[config.mk]
export PLATFORM = sky130hd
export DESIGN_NAME = gpio_grp_irq_agg
export DESIGN_NICKNAME = d
export VERILOG_FILES = /design/src/rtl/gia_pkg.sv /design/src/rtl/gia_group_reduce.sv /design/src/rtl/gia_word_split.sv /design/src/rtl/gia_master_reg.sv /design/src/rtl/gia_irq_gate.sv /design/src/rtl/gpio_grp_irq_agg.sv
export SDC_FILE = /design/constraint.sdc
export NUM_CORES = 1
export LEC_CHECK = 0
export BUFFER_PORTS_ARGS = -buffer_cell sky130_fd_sc_hd__buf_2
export CAP_MARGIN = 20
export CORE_AREA = 2 2 194 196
export CTS_CLUSTER_DIAMETER = 50
export CTS_CLUSTER_SIZE = 8
export DETAILED_ROUTE_END_ITERATION = 8
export DIE_AREA = 0 0 196 198
export HOLD_SLACK_MARGIN = 0.1
export PLACE_DENSITY = 0.35
export SLEW_MARGIN = 20
export SYNTH_ARGS = -nofsm -noshare
export SYNTH_HDL_FRONTEND = slang
export SYNTH_SLANG_ARGS = --single-unit
[constraint.sdc]
create_clock -name clk -period 2.7 [get_ports clk]
set_input_delay 0.27 -clock clk [delete_from_list [all_inputs] [get_ports clk]]
set_output_delay 0.27 -clock clk [all_outputs]
set_load 0.05 [all_outputs]
[src/rtl/gia_pkg.sv]
`timescale 1ns/1ps
package gia_pkg;
   localparam int GIA_GROUP_SIZE = 4;
   localparam int GIA_NUM_GROUPS = 46;
   localparam int GIA_WORD_W     = 32;
   localparam int GIA_EOI_POS    = 29;

   // number of summary words needed for a group count
   function automatic int words_for(input int groups, input int word_w);
      return (groups + word_w - 1) / word_w;
   endfunction
endpackage

[src/rtl/gia_group_reduce.sv]
`timescale 1ns/1ps
module gia_group_reduce #(
   parameter int GROUP_SIZE = gia_pkg::GIA_GROUP_SIZE,
   parameter int NUM_GROUPS = gia_pkg::GIA_NUM_GROUPS
) (
   input  logic                             clk,
   input  logic                             rst_n,
   input  logic [GROUP_SIZE*NUM_GROUPS-1:0] int_sts,
   input  logic [GROUP_SIZE*NUM_GROUPS-1:0] wake_sts,
   output logic [NUM_GROUPS-1:0]            sum_q
);
   localparam int NUM_PINS = GROUP_SIZE * NUM_GROUPS;

   logic [NUM_PINS-1:0]   pend;
   logic [NUM_GROUPS-1:0] grp_hit;

   assign pend = int_sts | wake_sts;

   for (genvar g = 0; g < NUM_GROUPS; g++) begin : g_grp
      assign grp_hit[g] = |pend[g*GROUP_SIZE +: GROUP_SIZE];
   end

   always_ff @(posedge clk or negedge rst_n) begin
      if (!rst_n) sum_q <= '0;
      else        sum_q <= grp_hit;
   end

   // quiet pins give an empty summary one edge later
   assert_quiet_R1: assert property (@(posedge clk) disable iff (!rst_n)
      ($past(pend) == '0) |-> (sum_q == '0));

   // a wake flag alone marks its group
   assert_wake_alone_R2: assert property (@(posedge clk) disable iff (!rst_n)
      $past(wake_sts[GROUP_SIZE-1]) |-> sum_q[0]);
endmodule

[src/rtl/gia_word_split.sv]
`timescale 1ns/1ps
module gia_word_split #(
   parameter int NUM_GROUPS = gia_pkg::GIA_NUM_GROUPS,
   parameter int WORD_W     = gia_pkg::GIA_WORD_W
) (
   input  logic [NUM_GROUPS-1:0] sum_in,
   output logic [WORD_W-1:0]     word_lo,
   output logic [WORD_W-1:0]     word_hi
);
   localparam int SUM_W = 2 * WORD_W;

   logic [SUM_W-1:0] wide;

   if (NUM_GROUPS == SUM_W) begin : g_full
      assign wide = sum_in;
   end else begin : g_pad
      assign wide = {{(SUM_W-NUM_GROUPS){1'b0}}, sum_in};
   end

   assign word_lo = wide[WORD_W-1:0];
   assign word_hi = wide[SUM_W-1:WORD_W];
endmodule

[src/rtl/gia_master_reg.sv]
`timescale 1ns/1ps
module gia_master_reg #(
   parameter int WORD_W  = gia_pkg::GIA_WORD_W,
   parameter int EOI_POS = gia_pkg::GIA_EOI_POS
) (
   input  logic              clk,
   input  logic              rst_n,
   input  logic              wr_en,
   input  logic [WORD_W-1:0] wr_data,
   output logic [WORD_W-1:0] rd_data,
   output logic              eoi_pulse
);
   localparam logic [WORD_W-1:0] EOI_MASK = WORD_W'(1) << EOI_POS;

   logic [WORD_W-1:0] ctl_q;

   always_ff @(posedge clk or negedge rst_n) begin
      if (!rst_n)     ctl_q <= '0;
      else if (wr_en) ctl_q <= wr_data & ~EOI_MASK;
   end

   assign rd_data   = ctl_q;
   assign eoi_pulse = wr_en & wr_data[EOI_POS];

   // written value is kept, the self-clearing bit excepted
   assert_store_R8: assert property (@(posedge clk) disable iff (!rst_n)
      wr_en |=> (rd_data == ($past(wr_data) & ~EOI_MASK)));
endmodule

[src/rtl/gia_irq_gate.sv]
`timescale 1ns/1ps
module gia_irq_gate (
   input  logic clk,
   input  logic rst_n,
   input  logic any_pending,
   input  logic eoi,
   output logic irq
);
   logic irq_q;

   // the request itself acts as the disarm state; EOI re-arms it
   always_ff @(posedge clk or negedge rst_n) begin
      if (!rst_n)   irq_q <= 1'b0;
      else if (eoi) irq_q <= 1'b0;
      else          irq_q <= irq_q | any_pending;
   end

   assign irq = irq_q;

   assert_raise_R4: assert property (@(posedge clk) disable iff (!rst_n)
      (!irq && any_pending && !eoi) |=> irq);

   assert_hold_R5: assert property (@(posedge clk) disable iff (!rst_n)
      (irq && !eoi) |=> irq);

   assert_eoi_drop_R6: assert property (@(posedge clk) disable iff (!rst_n)
      eoi |=> !irq);

   assert_rearm_R7: assert property (@(posedge clk) disable iff (!rst_n)
      ($past(eoi) && any_pending && !eoi) |=> irq);
endmodule

[src/rtl/gpio_grp_irq_agg.sv]
`timescale 1ns/1ps
module gpio_grp_irq_agg #(
   parameter int GROUP_SIZE = gia_pkg::GIA_GROUP_SIZE,
   parameter int NUM_GROUPS = gia_pkg::GIA_NUM_GROUPS,
   parameter int WORD_W     = gia_pkg::GIA_WORD_W,
   parameter int EOI_POS    = gia_pkg::GIA_EOI_POS
) (
   input  logic                             clk,
   input  logic                             rst_n,
   input  logic [GROUP_SIZE*NUM_GROUPS-1:0] pin_int_sts,
   input  logic [GROUP_SIZE*NUM_GROUPS-1:0] pin_wake_sts,
   input  logic                             ctl_wr_en,
   input  logic [WORD_W-1:0]                ctl_wr_data,
   output logic [WORD_W-1:0]                ctl_rd_data,
   output logic [WORD_W-1:0]                summary_lo,
   output logic [WORD_W-1:0]                summary_hi,
   output logic                             irq_out
);
   localparam int NUM_WORDS = gia_pkg::words_for(NUM_GROUPS, WORD_W);

   if (GROUP_SIZE < 1) begin : g_bad_group
      $error("GROUP_SIZE must be at least 1");
   end
   if (NUM_WORDS > 2 || NUM_GROUPS < 1) begin : g_bad_groups
      $error("NUM_GROUPS must fit in two summary words");
   end
   if (EOI_POS < 0 || EOI_POS >= WORD_W) begin : g_bad_eoi
      $error("EOI_POS must lie inside the control word");
   end

   logic [NUM_GROUPS-1:0] sum_q;
   logic                  eoi_pulse;

   gia_group_reduce #(.GROUP_SIZE(GROUP_SIZE), .NUM_GROUPS(NUM_GROUPS)) u_reduce (
      .clk      (clk),
      .rst_n    (rst_n),
      .int_sts  (pin_int_sts),
      .wake_sts (pin_wake_sts),
      .sum_q    (sum_q)
   );

   gia_word_split #(.NUM_GROUPS(NUM_GROUPS), .WORD_W(WORD_W)) u_split (
      .sum_in  (sum_q),
      .word_lo (summary_lo),
      .word_hi (summary_hi)
   );

   gia_master_reg #(.WORD_W(WORD_W), .EOI_POS(EOI_POS)) u_ctl (
      .clk       (clk),
      .rst_n     (rst_n),
      .wr_en     (ctl_wr_en),
      .wr_data   (ctl_wr_data),
      .rd_data   (ctl_rd_data),
      .eoi_pulse (eoi_pulse)
   );

   gia_irq_gate u_gate (
      .clk         (clk),
      .rst_n       (rst_n),
      .any_pending (|sum_q),
      .eoi         (eoi_pulse),
      .irq         (irq_out)
   );
endmodule

; ---- Yosys cells after proc, flatten, opt, wreduce, memory -nomap -nowiden
; Index checks and enable logic that the tools add are counted.
; W data, S select, Z words.
[op_classes]
n_shift = 0
bitwise = 3
n_mul = 0
n_lt_le_gt_ge = 0
n_addsub = 0
n_eq_ne = 0
reduce_logical = 47
div = 0
n_mux = 1
[ops]
columns = op, count
row1 = $or A184 B184 Y184, 1
row2 = $reduce_or A4 Y1, 46
row3 = $reduce_or A46 Y1, 1
row4 = $and A1 B1 Y1, 1
row5 = $mux W1, 1
row6 = $or A1 B1 Y1, 1
[word_totals]
n_memories = 0
regBits = 78
inputBits = 403
mem_bits_rw = 0
wordCells = 54
latch_bits = 0
mem_bits_ro = 0

; ---- Longest topological paths before layout
[depth]
ltp_word = 3
ltp_mapped = 4
depth_no_buf = 3

; ---- Modules after synthesis
; From an unflattened synthesis, not the netlist that was laid out.
[hier_totals]
cells_unflattened = 336
area_unflattened_um2 = 3844.9
[by_module_without_submodules]
columns = mod, cells_per_inst, instances, seq_area_each_um2, area_each_um2
row1 = gia_group_reduce, 184, 1, 1151.1, 1899.3
row2 = gia_master_reg, 69, 1, 775.7, 1322.5
row3 = gia_word_split, 65, 1, 0.0, 484.2
row4 = gpio_grp_irq_agg, 16, 1, 0.0, 103.8
row5 = gia_irq_gate, 2, 1, 25.0, 35.0

; ---- Worst setup path before layout
; OpenSTA, ideal clock, no wires.
[synth_path]
path_kind = register to register
startpoint = register u_reduce.sum_q[34]
endpoint = register u_gate.irq_q, in the netlist u_gate.irq
synth_period_minus_slack_ns = 1.383
stages_incl_launch_ff = 4
path_slack_ns = 1.317
path_buffers = 0
t_arrival_ns = 1.259
cell_sequence = dfrtp_1 > nor4_2 > nand4_1 > o31a_1
[synth_via]
elab_chain_len = 3
[synth_lines]
columns = item, line
row1 = from (decl), gia_group_reduce.sv:10  ; output logic [NUM_GROUPS-1:0] sum_q
row2 = from (signal assigned), gia_group_reduce.sv:25  ; else sum_q <= grp_hit;
row3 = $reduce_or A46 Y1, gpio_grp_irq_agg.sv:60  ; .any_pending (|sum_q),
row4 = $or A1 B1 Y1, gia_irq_gate.sv:15  ; else irq_q <= irq_q | any_pending;
row5 = $mux W1, gia_irq_gate.sv:14  ; else if (eoi) irq_q <= 1'b0;
row6 = to (signal assigned), gia_irq_gate.sv:15
row7 = to (decl), gia_irq_gate.sv:9  ; logic irq_q;
; No other way between the ends.
; A chain may end at the register's enable or synchronous reset.

; ---- Worst setup path in the final report
[layout_path]
startpoint = register u_reduce.sum_q[42]
endpoint = register u_gate.irq_q, in the netlist u_gate.irq
; Same word-level chain as after synthesis.

==> PnR_summary.wiki <==
{| class="wikitable"
! Metric !! Value
|-
| Kind of capture point of the worst setup path || register
|-
| Worst R2R Path Depth || 3
|-
| Total power divided by cell area || 469.6 nW/um^2
|-
| CP Data Required Time || 2920 ps
|-
| Total clock buffers created by CTS || 9
|-
| Delay-heaviest family, CP || simple AND/OR/NAND/NOR gates
|-
| Leakage Power || 2.963 nW
|-
| # fillers || 4189
|-
| Via-per-instance ratio || 3.404
|-
| Final count of pins violating max slew || 0
|-
| Synth-to-Final Area Change || 95.59%
|-
| Library cell occupying the most area in the post-synthesis netlist || sky130_fd_sc_hd__dfrtp_1
|-
| Top-Level Pins || 500
|-
| Data arrival time at the worst-slack endpoint || 1710 ps
|-
| Worst min path class || primary input to register
|-
| Sum of negative setup slack || 0 ps
|-
| Weighted congestion at the end of routability-driven global placement || 0.7899
|-
| Setup crit start kind || register
|-
| Remaining routing DRC violations || 0
|-
| Top-count cell post-synth || sky130_fd_sc_hd__nor4_1
|-
| Worst R2R Setup Slack || 1220 ps
|-
| Resized Gates After CTS || 0
|-
| Via count of the first global-routing pass || 4097
|-
| Ratio of cells with drive above 1 in the final layout || 67.48%
|-
| DRC marker count from the first detailed-route iteration || 101
|-
| Worst hold path depth || 3
|-
| Count of final setup violators || 0
|-
| First-pass GRT wire length || 25.03 mm
|-
| ANT nets after route || 0
|-
| Number of warnings printed during yosys synthesis || 0
|-
| First-pass iteration count of the detailed router || 4
|-
| Delay of the slowest critical-path stage || 530 ps
|-
| Instance count after placement with tap cells included || 1238
|-
| Gr usage total || 8.937%
|-
| Vias after detailed routing || 4279
|-
| Pin count of the biggest net entering global routing || 43
|-
| Total count of hold-check failures in the final report || 0
|-
| Standard-cell rows || 71
|-
| Clock transition at the registers of the reported paths || 60 ps
|-
| Slew of the pin with the lowest slew margin || 747.4 ps
|-
| Post-detailed-routing wire length || 18.66 mm
|-
| Floorplan die height || 198 um
|-
| Classification of the worst setup path || register to register
|-
| TritonCTS Sinks || 78
|-
| Number of instances in the synthesized netlist || 288
|-
| Hold path startpoint || pin_int_sts[75]
|-
| Result of the run || finished, final reports clean
|-
| Register bit count reported by yosys || 78
|-
| Layout Cell Area excl Fill || 6546 um^2
|-
| TritonCTS clock tree || done
|-
| Antenna violations before repair || 5
|-
| Placed wire-length estimate after detailed placement || 16.59 mm
|-
| Net count reported at finish || 1179
|-
| Biggest area contributors in the synthesized netlist || sky130_fd_sc_hd__dfrtp_1 58%, sky130_fd_sc_hd__nor4_1 19%, sky130_fd_sc_hd__mux2_2 9.8%
|-
| Maximum resistive drop on vdd || 0.1732 mV
|-
| Share of flip-flops with an asynchronous set or reset || 100.0%
|-
| Average instance area after synthesis || 11.62 um^2
|-
| Initial core utilization || 9.057%
|-
| GRT Residual Overflow || 0
|-
| Number of enable-type register cells in the synthesized netlist || 0
|-
| Share of synthesized area occupied by flip-flops and latches || 58.32%
|-
| Post-synthesis instance area || 3347 um^2
|-
| Largest fanout of any net on the critical path || 2
|-
| Critical-path cell list || nor4_1 -> nand4_1 -> o31a_1
|-
| Maximum achievable frequency || 674.5 MHz
|-
| Post-route clock skew || 4.465 ps
|-
| Worst slew margin relative to its limit || 50.17%
|-
| MaxCap Viol Count || 0
|-
| Dominant synthesized flop cell || sky130_fd_sc_hd__dfrtp_1
|-
| Maximum level of the CTS H-tree || 3
|-
| Worst-skew pair later-pin latency || 330 ps
|-
| Master cell of the clock root buffer || sky130_fd_sc_hd__clkbuf_16
|-
| Capture instance of the worst register-to-register path || u_gate.irq
|-
| Final std cells w/o fill || 1257
|-
| Area of the multi-input gates || 1292 um^2
|-
| Setup repair after global routing missed its margin || false
|-
| Placed Instance Area || 6262 um^2
|-
| Post-detailed-route wirelength per cell || 14.84 um
|-
| FF-to-FF Start || u_reduce.sum_q[42]
|-
| Die extent in x || 196 um
|-
| Time the worst path needs with I/O delays and setup || 1483 ps
|-
| Clk buf depth || 2
|-
| Most frequent cells after synthesis || 100 x sky130_fd_sc_hd__nor4_1, 78 x sky130_fd_sc_hd__dfrtp_1, 47 x sky130_fd_sc_hd__nand2_1, 29 x sky130_fd_sc_hd__mux2_2, 22 x sky130_fd_sc_hd__buf_4
|-
| Cell with the largest stage delay on the worst path || sky130_fd_sc_hd__nor4_1
|-
| PortBufs || 480
|-
| Worst hold endpoint || u_reduce.sum_q[18]
|-
| Part of the cycle the worst path needs || 54.91%
|-
| Share of the synthesized area in the top cell type || 58.32%
|-
| CP Buf/Inv Count || 0
|-
| Seq. cell area || 1952 um^2
|-
| Area of the core || 36960 um^2
|-
| Die area || 38810 um^2
|-
| Cell variety after synth || 12
|}
## registers in the layout (all words and copies together), names as in the netlist
register / flops
u_ctl.rd_data: 31
u_reduce.sum_q: 46
u_gate.irq: 1
## cell families (layout without fill, tap and decap cells)
group / after synthesis / count (layout) / synth area share [%]
compound gates: 1 / 1 / 0.2617
buf+inv: 23 / 498 / 5.084
flops: 78 / 78 / 58.32
mux: 31 / 31 / 10.43
other cells: 1 / 21 / 0.1120
simple gates: 154 / 154 / 25.79
## metal layers
metal  vias up  share of wire (%)  GRT usage [%]
met2       267                 50          15.53
met5         -               0.14              0
met4         4                1.6          2.666
met1      1926                 39          10.26
li1       2060                  -              -
met3        22                9.6          3.253
## what timing repair did
item	4_1_cts	5_1_grt
buffers inserted	0	0
endpoints found under the hold margin	41	0
hold buffers	1	0
## power breakdown
part	switching [mW]	internal (mW)
Combinational	0.418	0.297
Sequential	0.0218	1.22
Clock	0.497	0.623
Total	0.936	2.14
## cell type report
| type | count | share of cell area, % |
|---|---|---|
| Timing Repair Buffer | 482 | 37.19 |
| Sequential cell | 78 | 29.82 |
| Multi-Input combinational cell | 205 | 19.74 |
| Tap cell | 474 | 9.060 |
| Clock buffer | 11 | 3.555 |
| Clock inverter | 5 | 0.5543 |
| Antenna cell | 2 | 0.07645 |
## tightest hold or removal path, cell delays in order
cell,delay (ps)
sky130_fd_sc_hd__buf_2,70
sky130_fd_sc_hd__nor4_1,30
sky130_fd_sc_hd__nand2_1,40
## metrics by stage
step | power (mW) | setup slack, ps | hold slack, ps | util, %
after floorplan | 1.603 | 1317 | -25.59 | -
after global placement | 1.981 | 1135 | 320.1 | 16.95
after detailed placement | 1.983 | 1146 | 313.9 | 16.95
after CTS | 3.174 | 1144 | 103.1 | 17.70
after global routing | 3.258 | 1087 | 114.1 | 17.71
final | 3.074 | 1217 | 122.2 | 17.71
## cell usage in the layout, fill, tap and decap left out, drive strengths merged
cell         instances
buf                481
clkbuf              11
clkinv               2
clkinvlp             3
conb                19
dfrtp               78
diode                2
dlygate4sd3          1
mux2                31
nand2               47
nand4                3
nor3                 1
nor4               103
o31a                 1
## worst max path at each step
| stage | startpoint | end | slack (ps) | cells past startpoint |
|---|---|---|---|---|
| after global routing | u_reduce.sum_q[21] | u_gate.irq | 1090 | 3 |
| after floorplan | u_reduce.sum_q[34] | u_gate.irq | 1320 | 3 |
| after detailed placement | u_reduce.sum_q[21] | u_gate.irq | 1150 | 3 |
| after CTS | u_reduce.sum_q[21] | u_gate.irq | 1140 | 3 |
| after global placement | u_reduce.sum_q[21] | u_gate.irq | 1140 | 3 |
| final | u_reduce.sum_q[42] | u_gate.irq | 1220 | 3 |
No activity file was read; power rests on OpenSTA's default activity.
